File: src/rtl/gpio_irq_pkg.sv
package gpio_irq_pkg;

    localparam int NPINS  = 32;
    localparam int HALF   = NPINS / 2;
    localparam int TRIG_W = 2;

    typedef enum logic [TRIG_W-1:0] {
        TRIG_LOW  = 2'b00,
        TRIG_HIGH = 2'b01,
        TRIG_RISE = 2'b10,
        TRIG_FALL = 2'b11
    } trig_e;

    typedef struct packed {
        logic [NPINS-1:0] dout;
        logic [NPINS-1:0] dir;
        logic [NPINS-1:0] mask;
        logic [NPINS-1:0] cfg_lo;
        logic [NPINS-1:0] cfg_hi;
    } port_regs_t;

    // Trigger field of one pin: the pin's half picks the register,
    // pin mod HALF picks the 2-bit slot inside it.
    function automatic trig_e pin_trig(input logic [NPINS-1:0] lo,
                                       input logic [NPINS-1:0] hi,
                                       input int               pin);
        logic [NPINS-1:0] word;
        word = (pin >= HALF) ? hi : lo;
        return trig_e'(word[TRIG_W*(pin % HALF) +: TRIG_W]);
    endfunction

    // Decides whether a pin produces an event this cycle.
    function automatic logic trig_hit(input trig_e t, input logic cur, input logic prev);
        case (t)
            TRIG_LOW:  return ~cur;
            TRIG_HIGH: return cur;
            TRIG_RISE: return cur & ~prev;
            default:   return ~cur & prev;
        endcase
    endfunction

endpackage

File: src/rtl/gpio_sync.sv
module gpio_sync #(
    parameter int W = 32
) (
    input  logic         clk,
    input  logic         rst,
    input  logic [W-1:0] d_async,
    output logic [W-1:0] d_sync
);
    logic [W-1:0] meta_q;
    logic [W-1:0] sync_q;

    always_ff @(posedge clk) begin
        if (rst) begin
            meta_q <= '0;
            sync_q <= '0;
        end else begin
            meta_q <= d_async;
            sync_q <= meta_q;
        end
    end

    assign d_sync = sync_q;
endmodule

File: src/rtl/gpio_event_det.sv
module gpio_event_det
    import gpio_irq_pkg::*;
(
    input  logic             clk,
    input  logic             rst,
    input  logic [NPINS-1:0] pin_lvl,
    input  logic [NPINS-1:0] cfg_lo,
    input  logic [NPINS-1:0] cfg_hi,
    output logic [NPINS-1:0] evt
);
    logic [NPINS-1:0] prev_q;
    logic [NPINS-1:0] edge_cfg;

    always_ff @(posedge clk) begin
        if (rst) prev_q <= '0;
        else     prev_q <= pin_lvl;
    end

    for (genvar i = 0; i < NPINS; i++) begin : g_pin
        trig_e mode;
        assign mode        = pin_trig(cfg_lo, cfg_hi, i);
        assign evt[i]      = trig_hit(mode, pin_lvl[i], prev_q[i]);
        assign edge_cfg[i] = mode[1];
    end

    // An edge-armed pin cannot fire on two consecutive cycles while its setup holds
    p_edge_one_shot_r6: assert property (@(posedge clk) disable iff (rst)
        ($stable(cfg_lo) && $stable(cfg_hi)) |-> ((evt & $past(evt) & edge_cfg) == '0));
endmodule

File: src/rtl/gpio_irq_status.sv
module gpio_irq_status
    import gpio_irq_pkg::*;
(
    input  logic             clk,
    input  logic             rst,
    input  logic [NPINS-1:0] evt,
    input  logic [NPINS-1:0] clr,
    input  logic [NPINS-1:0] mask,
    output logic [NPINS-1:0] pend,
    output logic             irq_lo,
    output logic             irq_hi,
    output logic             irq_any
);
    logic [NPINS-1:0] pend_q;
    logic [NPINS-1:0] live;

    always_ff @(posedge clk) begin
        if (rst) pend_q <= '0;
        else     pend_q <= (pend_q & ~clr) | evt;
    end

    assign pend    = pend_q;
    assign live    = pend_q & mask;
    assign irq_lo  = |live[HALF-1:0];
    assign irq_hi  = |live[NPINS-1:HALF];
    assign irq_any = |live;

    // An event always lands, even against a clear in the same cycle
    p_event_wins_r9: assert property (@(posedge clk) disable iff (rst)
        (evt != '0) |=> ((pend & $past(evt)) == $past(evt)));

    // Cleared bits without a new event drop
    p_clear_r7: assert property (@(posedge clk) disable iff (rst)
        (clr != '0) |=> ((pend & $past(clr & ~evt)) == '0));

    // Without a clear nothing pending is lost
    p_sticky_r7: assert property (@(posedge clk) disable iff (rst)
        (clr == '0) |=> ((pend & $past(pend)) == $past(pend)));
endmodule

File: src/rtl/gpio_irq_port.sv
module gpio_irq_port
    import gpio_irq_pkg::*;
#(
    parameter int ADDR_W   = 8,
    parameter int DOUT_OFS = 'h00,
    parameter int DIR_OFS  = 'h04,
    parameter int PAD_OFS  = 'h08,
    parameter int CFG_OFS  = 'h10,
    parameter int MASK_OFS = 'h18,
    parameter int PEND_OFS = 'h1C
) (
    input  logic              clk,
    input  logic              rst,
    input  logic              bus_sel,
    input  logic              bus_wr,
    input  logic [ADDR_W-1:0] bus_addr,
    input  logic [31:0]       bus_wdata,
    output logic [31:0]       bus_rdata,
    input  logic [31:0]       pad_in,
    output logic [31:0]       pad_out,
    output logic [31:0]       pad_oe,
    output logic              irq_lo,
    output logic              irq_hi,
    output logic              irq_any
);
    localparam logic [ADDR_W-1:0] A_DOUT  = ADDR_W'(DOUT_OFS);
    localparam logic [ADDR_W-1:0] A_DIR   = ADDR_W'(DIR_OFS);
    localparam logic [ADDR_W-1:0] A_PAD   = ADDR_W'(PAD_OFS);
    localparam logic [ADDR_W-1:0] A_CFGLO = ADDR_W'(CFG_OFS);
    localparam logic [ADDR_W-1:0] A_CFGHI = ADDR_W'(CFG_OFS + 4);
    localparam logic [ADDR_W-1:0] A_MASK  = ADDR_W'(MASK_OFS);
    localparam logic [ADDR_W-1:0] A_PEND  = ADDR_W'(PEND_OFS);

    port_regs_t       regs_q;
    logic             wr_en;
    logic [NPINS-1:0] pin_lvl;
    logic [NPINS-1:0] evt;
    logic [NPINS-1:0] clr;
    logic [NPINS-1:0] pend;

    assign wr_en = bus_sel & bus_wr;

    always_ff @(posedge clk) begin
        if (rst) begin
            regs_q <= '0;
        end else if (wr_en) begin
            case (bus_addr)
                A_DOUT:  regs_q.dout   <= bus_wdata;
                A_DIR:   regs_q.dir    <= bus_wdata;
                A_CFGLO: regs_q.cfg_lo <= bus_wdata;
                A_CFGHI: regs_q.cfg_hi <= bus_wdata;
                A_MASK:  regs_q.mask   <= bus_wdata;
                default: ;
            endcase
        end
    end

    assign clr = (wr_en && bus_addr == A_PEND) ? bus_wdata : '0;

    always_comb begin
        case (bus_addr)
            A_DOUT:  bus_rdata = regs_q.dout;
            A_DIR:   bus_rdata = regs_q.dir;
            A_PAD:   bus_rdata = pin_lvl;
            A_CFGLO: bus_rdata = regs_q.cfg_lo;
            A_CFGHI: bus_rdata = regs_q.cfg_hi;
            A_MASK:  bus_rdata = regs_q.mask;
            A_PEND:  bus_rdata = pend;
            default: bus_rdata = '0;
        endcase
    end

    assign pad_out = regs_q.dout;
    assign pad_oe  = regs_q.dir;

    gpio_sync #(.W(NPINS)) u_sync (
        .clk     (clk),
        .rst     (rst),
        .d_async (pad_in),
        .d_sync  (pin_lvl)
    );

    gpio_event_det u_det (
        .clk     (clk),
        .rst     (rst),
        .pin_lvl (pin_lvl),
        .cfg_lo  (regs_q.cfg_lo),
        .cfg_hi  (regs_q.cfg_hi),
        .evt     (evt)
    );

    gpio_irq_status u_stat (
        .clk     (clk),
        .rst     (rst),
        .evt     (evt),
        .clr     (clr),
        .mask    (regs_q.mask),
        .pend    (pend),
        .irq_lo  (irq_lo),
        .irq_hi  (irq_hi),
        .irq_any (irq_any)
    );

    // With every pin masked no request line may be high
    p_masked_quiet_r8: assert property (@(posedge clk) disable iff (rst)
        (regs_q.mask == '0) |-> (!irq_lo && !irq_hi && !irq_any));

    // The combined line never disagrees with the two half lines
    p_any_matches_r8: assert property (@(posedge clk) disable iff (rst)
        irq_any == (irq_lo | irq_hi));
endmodule

File: config.mk
export PLATFORM = sky130hd
export DESIGN_NAME = gpio_irq_port
export DESIGN_NICKNAME = d
export VERILOG_FILES = /design/src/rtl/gpio_irq_pkg.sv /design/src/rtl/gpio_sync.sv /design/src/rtl/gpio_event_det.sv /design/src/rtl/gpio_irq_status.sv /design/src/rtl/gpio_irq_port.sv
export SDC_FILE = /design/constraint.sdc
export NUM_CORES = 1
export LEC_CHECK = 0
export BUFFER_PORTS_ARGS = -buffer_cell sky130_fd_sc_hd__buf_4
export CAP_MARGIN = 0
export CORE_AREA = 2 2 155 157
export DETAILED_ROUTE_END_ITERATION = 10
export DIE_AREA = 0 0 157 159
export GPL_TIMING_DRIVEN = 0
export PLACE_DENSITY = 0.88
export SETUP_SLACK_MARGIN = 0.15
export SYNTH_ARGS = -nofsm -noshare
export SYNTH_HDL_FRONTEND = slang
export SYNTH_HIERARCHICAL = 1
export SYNTH_SLANG_ARGS = --single-unit
File: constraint.sdc
create_clock -name clk -period 2.7 [get_ports clk]
set_clock_uncertainty 0.15 [all_clocks]
set_input_delay 0.27 -clock clk [delete_from_list [all_inputs] [get_ports clk]]
set_output_delay 0.27 -clock clk [all_outputs]
set_load 0.005 [all_outputs]
## Word-level counts from Yosys, hierarchy flattened

Index checks and enable logic that the tools add are counted.

| storage, ports and cells | value |
|---|---|
| register bits | 288 |
| input bits | 76 |
| output and inout port bits | 99 |
| logic and storage cells | 288 |

| cells by class | value |
|---|---|
| equal/unequal tests | 70 |
| multiplexer cells | 34 |
| bitwise logic cells | 133 |
| reductions and logical operators | 42 |

Operators with widths:

| kind | number |
|---|---|
| $pmux 32 s7 | 1 |
| $pmux 1 s3 | 32 |
| $and 1x1->1 | 65 |
| $and 32x32->32 | 2 |
| $eq 2x1->1 const B | 32 |
| $eq 2x2->1 const B | 32 |
| $logic_not 2->1 | 32 |
| $not 1->1 | 64 |
| $eq 8x5->1 const B | 4 |
| $mux 32 | 1 |
| $not 32->32 | 1 |
| $or 32x32->32 | 1 |
| $reduce_or 16->1 | 2 |
| $reduce_or 32->1 | 1 |
| $reduce_and 2->1 | 5 |
| $eq 8x3->1 const B | 1 |
| $eq 8x4->1 const B | 1 |
| $logic_not 8->1 | 1 |
| $logic_and 1x1->1 | 1 |

## Logic depth before layout (Yosys ltp)

Gate-level depths: netlist of run 1.

| logic depth | value |
|---|---|
| depth in word-level cells | 6 |
| mapped depth | 10 |

## Cells and area by module

Netlist of run 1, hierarchy kept.

Modules (own cells, without submodules):

| module | instances | cells each | area each (µm²) |
|---|---|---|---|
| gpio_irq_port | 1 | 1044 | 8076.5 |
| gpio_event_det | 1 | 227 | 2093.3 |
| gpio_sync | 1 | 135 | 1918.1 |
| gpio_irq_status | 1 | 150 | 1261.2 |

## Least setup slack after synthesis of run 1

No wires, ideal clock.

| timing path | value |
|---|---|
| path type | input port to flip-flop |
| start | in bus_addr[0] |
| end | reg regs_q, in the netlist pad_oe[10] |
| library setup time | 0.132 ns |
| arrival | 1.935 ns |
| slack | 0.483 ns |
| cell stages on the path | 8 |
| buffers on the path | 4 |
| path through | buf_2 or4b_1 buf_2 or4_4 buf_6 buf_6 nand2_1 a21oi_1 |

| between the ends | value |
|---|---|
| cells in the longest elaborated chain, start to end | 2 |

Ends and longest elaborated chain:

| what | line | source |
|---|---|---|
| from (decl) | gpio_irq_port.sv:16 | `input logic [ADDR_W-1:0] bus_addr,` |
| $eq 8x3->1 | gpio_irq_port.sv:47 | `case (bus_addr)` |
| $reduce_and 2->1 (no source line) | -- |  |
| to (decl) | gpio_irq_port.sv:34 | `port_regs_t regs_q;` |

Every way passes these cells.
A chain may end at the register's enable or synchronous reset.

## Worst setup path in the final report of run 1

| timing path | value |
|---|---|
| start | in bus_addr[5] |
| end | out bus_rdata[17] |

| between the ends | value |
|---|---|
| cells in the longest elaborated chain, start to end | 2 |
| elaborated cells between the ends (all ways) | 8 |
| classes of those cells | eq/ne: 6; mux: 1; reduce/logical: 1 |

Ends and longest elaborated chain:

| what | line | source |
|---|---|---|
| $eq 8x5->1, or another cell as far along | gpio_irq_port.sv:61 | `case (bus_addr)` |
| $pmux 32 s7 (*) | gpio_irq_port.sv:61 |  |
| to (decl) | gpio_irq_port.sv:18 | `output logic [31:0] bus_rdata,` |

Mark *: on every way between the ends. The rest lies on a longest branch, timed or not.

==> results of run 1 <==
## synthesized netlist by cell type, types with 33 or more instances
cell	number
nand3_1	38
buf_4	67
nor2b_1	36
nor2b_2	60
inv_1	51
nor2_1	58
nand2_1	330
dfxtp_1	288
and2_1	33
a21oi_1	219
clkbuf_1	58
## sequential cells by signal (all words and copies together) (netlist names)
register and flops:
pad_out 32, u_sync/meta_q 32, u_stat/pend 32, u_det/prev_q 32, u_sync/d_sync 32, pad_oe 32
regs_q 96
## worst min-delay path by stage
stage	depth (start not counted)	endpoint	slack, ns	start
floorplan	1	u_det/prev_q[27]	0.19	rst
finish	5	pad_out[15]	0.11	bus_addr[3]
detailed placement	1	u_sync/d_sync[19]	0.27	u_sync/meta_q[19]
global placement	1	u_sync/d_sync[26]	0.27	u_sync/meta_q[26]
global route	5	pad_out[15]	0.14	bus_addr[3]
CTS	5	pad_out[15]	0.08	bus_addr[3]
## final cells by class
type,count,area [um2],area share
flip-flops and latches,288,5766,0.3422
plain buffers,161,1028,0.06105
well taps,319,399.1,0.02369
repair buffers,239,1957,0.1162
diodes,1,2.502,0.0001485
clock buffers,40,847.1,0.05028
clock inverters,13,151.4,0.008986
inverters,51,191.4,0.01136
multi-input cells,1056,6505,0.3861
## stage by stage
| stage | hold WS [ns] | worst slack, ns |
|---|---|---|
| detailed placement | 0.2732 | -0.8917 |
| CTS | 0.07505 | 0.08490 |
| global placement | 0.2684 | -0.9089 |
| finish | 0.1102 | 0.09131 |
| global route | 0.1444 | 0.09143 |
| floorplan | 0.1916 | 0.4825 |
## routing by layer
| layer | up-vias | global-route usage | part of all wire |
|---|---|---|---|
| met5 | - | 0 | 0 |
| met4 | 0 | 0.1906 | 0.051 |
| met3 | 210 | 0.09036 | 0.13 |
| met2 | 1092 | 0.5995 | 0.45 |
| met1 | 6295 | 0.5065 | 0.37 |
| li1 | 5794 | - | - |
## what timing repair did
item | CTS | global route
setup endpoints to repair | 64 | 52
setup buffers | 2 | 1
hold buffers | 65 | 0
pin swaps | 1 | 1
resized for setup | 35 | 25
cloned | 0 | 0
hold endpoints to repair | 196 | 0
## kinds of logic (layout without fill, tap and decap cells)
| family | after synthesis | in the layout | synth area share |
|---|---|---|---|
| other cells | 0 | 1 | 0 |
| mux | 53 | 53 | 0.05821 |
| flops | 288 | 288 | 0.4319 |
| buf+inv | 212 | 504 | 0.08745 |
| compound gates | 360 | 360 | 0.1767 |
| simple gates | 643 | 643 | 0.2458 |
## report_power, final
| part | switching, uW | total, uW | internal (uW) |
|---|---|---|---|
| Sequential | 90.3 | 4430 | 4340 |
| Clock | 1770 | 4240 | 2470 |
| Combinational | 373 | 664 | 291 |
| Total | 2230 | 9340 | 7100 |
## worst register-to-register path: cells and delay by family, from the launching register on
family / cells / cell delay [ns]
simple gates: 2 / 0.50
flops: 1 / 0.48
compound gates: 2 / 0.47
==> metrics.yaml, run 1 <==
status: "finished clean"
r2r-end: "u_stat/pend[24]"
post-route-min-period_ns: 2.609
grt_use_total: 0.3868
syn_area_per_cell_um2: 8.579
finalWeightedCongestion: 0.9929
fin_cells: 2168
finalSetupTns_ns: 0
die_h_um: 159
hold_viol: 0
insertion_delay_ns: 0.56
firstDrtPassIters: 6
dieArea_mm2: 0.02496
p_total_uw: 9337
start_kind: "primary input"
via_per_inst: 6.177
worst_slew_pin_slew_ns: 1.036
cts.path.max_buffers: 3
startpoint: "bus_addr[5]"
drive_gt1_frac: 0.2451
power.leakage_uw: 0.006355
timing.max_cap.violations: 0
initial_core_util: 0.5756
syn_to_final_growth_pct: 26.21
dpl.cell_count: 2046
postRouteAntennaNets: 0
max-slew-margin-rel: 0.3038
synth_area_leader_cell: "dfxtp_1"
final_cell_mix: "nand2_1 (330), dfxtp_1 (288), buf_4 (244)"
dp_hpwl_um: 34450
num_vias: 13391
grt_pass1_vias: 12774
cpPeakStageDelay_ns: 0.47
cp.required_ns: 2.28
power.density_mw_per_mm2: 554.2
rows: 56
grt_start_max_net_pins: 15
synth.top_cell.area_share: 0.4319
final_max_slew_viol_count: 0
synth.area.top_cells: "dfxtp_1 (43%), nand2_1 (9.3%), a21oi_1 (8.2%)"
htreeDepth: 1
hold_class: "in -> reg"
worstPathCellList: "buf_4, or3_1, buf_1, clkbuf_2, a311oi_2, buf_4"
synthCells: 1556
drc: 0
synth_seq_cells: 288
rrSetupSlack_ns: 1.04
core_area_mm2: 0.02319
syn_nets: 1632
totalWireLength_um: 49790
fmax_mhz: 383.3
mostFrequentLayoutCell: "nand2_1"
fill_cells: 1688
wl_per_cell_um: 22.97
crit_top_cell: "buf_4"
grt_pass1_wl_um: 73570
worstPathArrival_ns: 2.19
critPathMaxFanout: 10
postLayoutCellArea_mm2: 0.01685
synth.distinct_cells: 44
post-route-period-util: 0.9662
peakVddDrop_mv: 0.4672
worst-r2r-cell-count: 4
setup_viol: 0
synth-async-reset-ratio: 0
netlist_area_mm2: 0.01335
grt_overflow_total: 0
crit_family: "buffers and inverters"
final_nets: 1902
cts-buffers-inserted: 29
crit_buf_inv: 4
crit_path_end: "bus_rdata[17]"
endpoint_kind: "primary output"
final_util: 0.7264
yosysWarnings: 6
critPathKind: "in -> out"
slowest_stage: "or3_1"
ys_seq_area_frac: 0.4319
synthFlopType: "dfxtp_1"
ios: 175
clkSlewWorstSetupHoldPaths_ns: 0.07
die_w_um: 157
synth_edf_count: 0
cts_root_buffer: "clkbuf_16"
reg2reg_from: "regs_q[17]"
cts_num_sinks: 288
antenna_found_initial: 0
cts_tree: "built"
drt-initial-drc-count: 2151
place_area_mm2: 0.01503
rsz0062_at_grt: "true"
portBuffers: 171
cp.depth: 6
Power figures use the tool's default switching activity.
==> run 2: changes to the inputs <==
--- a/config.mk
+++ b/config.mk
@@ -7,11 +7,12 @@
 export LEC_CHECK = 0
 export BUFFER_PORTS_ARGS = -buffer_cell sky130_fd_sc_hd__buf_4
 export CAP_MARGIN = 0
-export CORE_AREA = 2 2 155 157
+export CORE_AREA = 2 2 176 135
+export CTS_BUF_LIST = sky130_fd_sc_hd__clkbuf_2 sky130_fd_sc_hd__clkbuf_4 sky130_fd_sc_hd__clkbuf_8
 export DETAILED_ROUTE_END_ITERATION = 10
-export DIE_AREA = 0 0 157 159
+export DIE_AREA = 0 0 178 137
 export GPL_TIMING_DRIVEN = 0
-export PLACE_DENSITY = 0.88
+export PLACE_DENSITY = 0.9
 export SETUP_SLACK_MARGIN = 0.15
 export SYNTH_ARGS = -nofsm -noshare
 export SYNTH_HDL_FRONTEND = slang
==> run 2 against run 1 <==
  * Count of clock-buffer cells in the layout up 24
  * Sequential share of layout area is 0.091 points lower
  * Core utilization up 2.0 points
  * Global-route usage rose by 3.0 points
  * Cell area increased by 0.27%
  * Worst setup slack worse by 0.012 ns
  * Maximum frequency shrank 0.45%
  * Total power rose by 0.53%
  * Via count up 1.1%
  * Critical endpoint unchanged
==> metrics.yaml, run 2 (same netlist as run 1, synthesis figures left out) <==
status: "finished clean"
ios: 175  # unchanged
p_total_uw: 9387  # +0.53%
drc: 0  # unchanged
cts_num_sinks: 288  # unchanged
die_h_um: 137  # -14%
syn_to_final_growth_pct: 26.54
finalSetupTns_ns: 0  # unchanged
hold_class: "in -> reg"
via_per_inst: 6.214  # +0.60%
die_w_um: 178  # +13%
grt_overflow_total: 0  # unchanged
endpoint_kind: "primary output"
fmax_mhz: 381.6  # -0.45%
power.density_mw_per_mm2: 555.7  # +0.26%
critPathKind: "in -> out"
timing.max_cap.violations: 0  # unchanged
worstPathArrival_ns: 2.20  # about the same
power.leakage_uw: 0.006413  # +0.92%
multi_input_area_mm2: 0.006521  # +0.25%
final_nets: 1917  # +0.79%
min_to: "pad_out[15]"
reg2reg_from: "regs_q[17]"
cts-buffers-inserted: 45  # +55%
grt_pass1_wl_um: 74910  # +1.8%
antenna_cells: 0  # -1
drt-initial-drc-count: 2326  # +8.1%
max-slew-margin-rel: 0.2779  # -0.02586
worst_slew_pin_slew_ns: 1.083  # +0.04676 ns
cp.required_ns: 2.28  # about the same
core_area_mm2: 0.02264  # -2.4%
cts.path.max_buffers: 3  # unchanged
clkSlewWorstSetupHoldPaths_ns: 0.07  # about the same
post-route-period-util: 0.9706  # +0.004392
dp_hpwl_um: 35870  # +4.1%
regArea_mm2: 0.005766  # unchanged
mostFrequentLayoutCell: "nand2_1"
finalWeightedCongestion: 1.009  # +1.6%
dieArea_mm2: 0.02439  # -2.3%
slowest_stage: "buf_2"
worstPathCellList: "buf_4, buf_2, nor4b_4, buf_2, a22oi_1, a311oi_2, buf_4"
totalWireLength_um: 51830  # +4.1%
htreeDepth: 2  # +1
rows: 48  # -14%
grt_use_total: 0.4164  # +0.02961
setup_viol: 0  # unchanged
start_kind: "primary input"
regMostFlops: "regs_q"
insertion_delay_ns: 0.57  # about the same
postRouteAntennaNets: 0  # unchanged
grt_pass1_vias: 12644  # -1.0%
num_vias: 13534  # +1.1%
rsz0062_at_grt: "true"
antenna_found_initial: 0  # unchanged
largest_reg_flops: 96  # unchanged
peakVddDrop_mv: 0.4918  # +5.3%
cts_tree: "built"
worstHoldStart: "bus_addr[3]"
fin_cells: 2178  # +0.46%
cpPeakStageDelay_ns: 0.38  # -0.09 ns
wl_per_cell_um: 23.80  # +3.6%
hold_depth: 5  # unchanged
post-route-min-period_ns: 2.621  # +0.01186 ns
cts_root_buffer: "clkbuf_8"
dpl.cell_count: 2027  # -0.93%
rrSetupSlack_ns: 1.01  # -0.03 ns
initial_core_util: 0.5896  # +0.01400
fill_cells: 1571  # -6.9%
final_cell_mix: "nand2_1 (330), dfxtp_1 (288), buf_4 (242)"
worst-r2r-cell-count: 4  # unchanged
final_max_slew_viol_count: 0  # unchanged
r2r-end: "u_stat/pend[24]"
portBuffers: 171  # unchanged
grt_start_max_net_pins: 13  # -2
hold_viol: 0  # unchanged
drive_gt1_frac: 0.2599  # +0.01472
critPathMaxFanout: 10  # unchanged
firstDrtPassIters: 8  # +2
run 2: layout make-up:
type / count / area share
plain buffers: 161 / 0.06148
clock buffers: 64 / 0.04992
clock inverters: 20 / 0.01230
inverters: 51 / 0.01133
multi-input cells: 1056 / 0.3860
flip-flops and latches: 288 / 0.3413
well taps: 300 / 0.02222
repair buffers: 238 / 0.1154
run 2: through the flow:
| step | setup slack [ns] | hold WS, ns | instance area, um2 | util |
|---|---|---|---|---|
| detailed placement | -0.8614 | 0.2711 | 15010 | 0.6629 |
| finish | 0.07945 | 0.1552 | 16890 | 0.7461 |
| global placement | -0.8477 | 0.2707 | 15010 | 0.6629 |
| floorplan | 0.4825 | 0.1916 | 13350 | - |
| CTS | 0.1548 | 0.1139 | 16820 | 0.7431 |
| global route | 0.03906 | 0.1802 | 16890 | 0.7461 |
run 2: worst max-delay path by stage:
stage,start,endpoint,depth (start not counted)
floorplan,bus_addr[0],pad_oe[10],8
global placement,bus_addr[3],bus_rdata[17],7
detailed placement,bus_addr[3],bus_rdata[17],7
CTS,bus_addr[2],bus_rdata[4],9
global route,bus_addr[3],bus_rdata[21],7
finish,bus_addr[3],bus_rdata[17],7
run 2: power breakdown:
part / switching [uW] / internal, uW / total, uW
combinational: 386 / 292 / 678
sequential: 91.9 / 4340 / 4430
clock: 1860 / 2420 / 4280
run 2: repair_timing:
action	in CTS	in global routing
pin swaps	1	0
setup buffers	2	0
setup endpoints to repair	63	77
resized for setup	39	25
hold buffers	65	0
hold endpoints to repair	196	0
run 2: per-layer routing:
metal	wire length, um	track usage
met5	0	0
met2	21800	0.6107
met4	2045	0.1699
met3	8396	0.1411
met1	19590	0.5621
run 2: critical path: cells and delay by family:
family	cells	cell delay, ns
buf+inv	4	1.01
simple gates	1	0.35
compound gates	2	0.55
==> run 3: changes to the inputs <==
--- a/config.mk
+++ b/config.mk
@@ -5,12 +5,13 @@
 export SDC_FILE = /design/constraint.sdc
 export NUM_CORES = 1
 export LEC_CHECK = 0
+export ABC_AREA = 1
 export BUFFER_PORTS_ARGS = -buffer_cell sky130_fd_sc_hd__buf_4
 export CAP_MARGIN = 0
-export CORE_AREA = 2 2 176 135
+export CORE_AREA = 2 2 186 142
 export CTS_BUF_LIST = sky130_fd_sc_hd__clkbuf_2 sky130_fd_sc_hd__clkbuf_4 sky130_fd_sc_hd__clkbuf_8
 export DETAILED_ROUTE_END_ITERATION = 10
-export DIE_AREA = 0 0 178 137
+export DIE_AREA = 0 0 188 144
 export GPL_TIMING_DRIVEN = 0
 export PLACE_DENSITY = 0.9
 export SETUP_SLACK_MARGIN = 0.15
==> run 3 against run 2 <==
  * Via count grew 25%
  * Combinational power is 4.4% higher
  * Total power fell by 1.7%
  * Maximum frequency increased by 3.9%
  * Synthesized cell count increased by 60%
  * Die area increased by 11%
  * Sequential power barely moved
  * Synthesized area rose by 12%
  * Sequential cell count unchanged
  * Non-clock buffer count is 16 higher
  * Core utilization is 2.6 points lower
  * First-iteration DRC count rose by 2.9%
  * Critical endpoint is now bus_rdata[15]
  * Largest cell class unchanged
  * Largest power group unchanged
==> metrics.yaml, run 3 <==
yosysWarnings: 6  # unchanged
final_nets: 2853  # +49%
antenna_found_initial: 2  # +2
max-slew-margin-rel: 0.3670  # +0.08909
rows: 51  # +6.3%
postRouteAntennaNets: 0  # unchanged
drt-initial-drc-count: 2394  # +2.9%
firstDrtPassIters: 6  # -2
synth_seq_cells: 288  # unchanged
hold_class: "in -> reg"
worst_slew_pin_slew_ns: 0.9460  # -0.1371 ns
worstPathArrival_ns: 2.10  # -0.10 ns
status: "finished clean"
core_area_mm2: 0.02546  # +12%
post-route-period-util: 0.9345  # -0.03604
clkSlewWorstSetupHoldPaths_ns: 0.06  # about the same
finalSetupTns_ns: 0  # unchanged
cp.required_ns: 2.28  # about the same
syn_nets: 2566  # +57%
synthCells: 2490  # +60%
largest_reg_flops: 96  # unchanged
fmax_mhz: 396.3  # +3.9%
endpoint_kind: "primary output"
mostFrequentLayoutCell: "nand2_1"
hold_depth: 5  # unchanged
grt_pass1_wl_um: 84950  # +13%
multi_input_area_mm2: 0.006715  # +3.0%
drc: 0  # unchanged
grt_overflow_total: 0  # unchanged
die_w_um: 188  # +5.6%
peakVddDrop_mv: 0.4642  # -5.6%
die_h_um: 144  # +5.1%
grt_pass1_vias: 15366  # +22%
final_cell_mix: "nand2_1 (668), nor2_1 (656), inv_1 (361)"
rsz0062_at_grt: "false"
drive_gt1_frac: 0.1486  # -0.1112
synth_edf_count: 0  # unchanged
insertion_delay_ns: 0.59  # +0.02 ns
netlist_area_mm2: 0.01493  # +12%
cts_tree: "built"
synth.area.top_cells: "dfxtp_1 (39%), nand2_1 (17%), nor2_1 (16%)"
cts_num_sinks: 288  # unchanged
post-route-min-period_ns: 2.523  # -0.09731 ns
synth_area_leader_cell: "dfxtp_1"
regArea_mm2: 0.005766  # unchanged
setup_viol: 0  # unchanged
hold_viol: 0  # unchanged
start_kind: "primary input"
synth-async-reset-ratio: 0  # unchanged
fill_cells: 2130  # +36%
final_max_slew_viol_count: 0  # unchanged
finalWeightedCongestion: 1.011  # +0.21%
grt_use_total: 0.4128  # -0.003570
critPathMaxFanout: 10  # unchanged
syn_area_per_cell_um2: 5.996  # -30%
syn_to_final_growth_pct: 22.76
final_util: 0.7198  # -0.02624
num_vias: 16912  # +25%
portBuffers: 174  # +1.8%
synth_common_cells: "nand2_1 (668), nor2_1 (656), inv_1 (361)"
ios: 175  # unchanged
htreeDepth: 2  # unchanged
timing.max_cap.violations: 0  # unchanged
totalWireLength_um: 57310  # +11%
cts-buffers-inserted: 46  # +2.2%
ys_seq_area_frac: 0.3862  # -0.04572
yosysMostFrequentCell: "nand2_1"
place_area_mm2: 0.01667  # +11%
critPathKind: "in -> out"
holdWs_ns: 0.1094  # -0.04579 ns
initial_core_util: 0.5864  # -0.003210
dp_hpwl_um: 40690  # +13%
via_per_inst: 5.355  # -14%
synth.distinct_cells: 18  # -59%
dieArea_mm2: 0.02707  # +11%
power.density_mw_per_mm2: 503.6  # -9.4%
worst-r2r-cell-count: 7  # +3
grt_start_max_net_pins: 13  # unchanged
cts.path.max_buffers: 3  # unchanged
synthFlopType: "dfxtp_1"
wl_per_cell_um: 18.15  # -24%
regMostFlops: "regs_q"
synth.top_cell.area_share: 0.3862  # -0.04572
cts_root_buffer: "clkbuf_8"
postLayoutCellArea_mm2: 0.01833  # +8.5%
power.leakage_uw: 0.009780  # +53%
-- run 3: metal layers --
metal,share of wire,wire [um],track usage,vias up
li1,-,-,-,7905
met1,0.39,22140,0.5455,7533
met2,0.41,23570,0.6242,1263
met3,0.16,9219,0.1361,211
met4,0.041,2378,0.1666,0
met5,0,0,0,-
-- run 3: power breakdown --
group,internal [uW],switching (uW)
clock,2250,1850
combinational,255,453
sequential,4340,74.7
-- run 3: path summary, 6_finish.rpt --
path                     start                to  slack [ns]
max                bus_addr[5]     bus_rdata[15]        0.18
min reg2reg   u_sync/meta_q[8]  u_sync/d_sync[8]        0.25
min                bus_addr[4]        regs_q[63]        0.11
max reg2reg  u_sync/d_sync[20]   u_stat/pend[20]        1.08
-- run 3: repair_timing --
item / CTS / global route
endpoints found under the setup margin: 0 / 11
hold buffers: 65 / 0
resized for setup: 0 / 8
setup buffers: 0 / 0
hold endpoints to repair: 142 / 0
-- run 3: final cells by class --
class,instances,area share
diodes,2,0.0002731
plain buffers,176,0.05912
clock buffers,72,0.04997
clock inverters,11,0.004642
inverters,365,0.07475
multi-input cells,1661,0.3664
flip-flops and latches,288,0.3146
well taps,344,0.02348
repair buffers,239,0.1068
-- run 3: cells by family (layout without fill, tap and decap cells) --
logic type      count (synthesis)  in the layout  synth area share
simple gates                 1597           1597            0.4283
buf+inv                       541            863            0.1640
flops                         288            288            0.3862
compound gates                 64             64           0.02145
other cells                     0              2                 0
-- run 3: metrics by stage --
| stage | total power, uW | worst slack, ns | cells |
|---|---|---|---|
| 2_1_floorplan | 4789 | 1.109 | 2490 |
| 3_3_place_gp | 5070 | 0.3048 | 3008 |
| 3_5_place_dp | 5090 | 0.2741 | 3008 |
| 4_1_cts | 9147 | 0.2691 | 3156 |
| 5_1_grt | 9450 | 0.1769 | 3156 |
| 6_report | 9230 | 0.1768 | 3158 |
-- run 3: worst max-delay path: stages --
cell and delay [ns]:
buf_4 0.12, inv_1 0.10, nand2_1 0.11, nor2_4 0.23, buf_1 0.66, nand3_1 0.26, nand2_1 0.13, nor2_1 0.05
nand2_1 0.07, buf_4 0.11
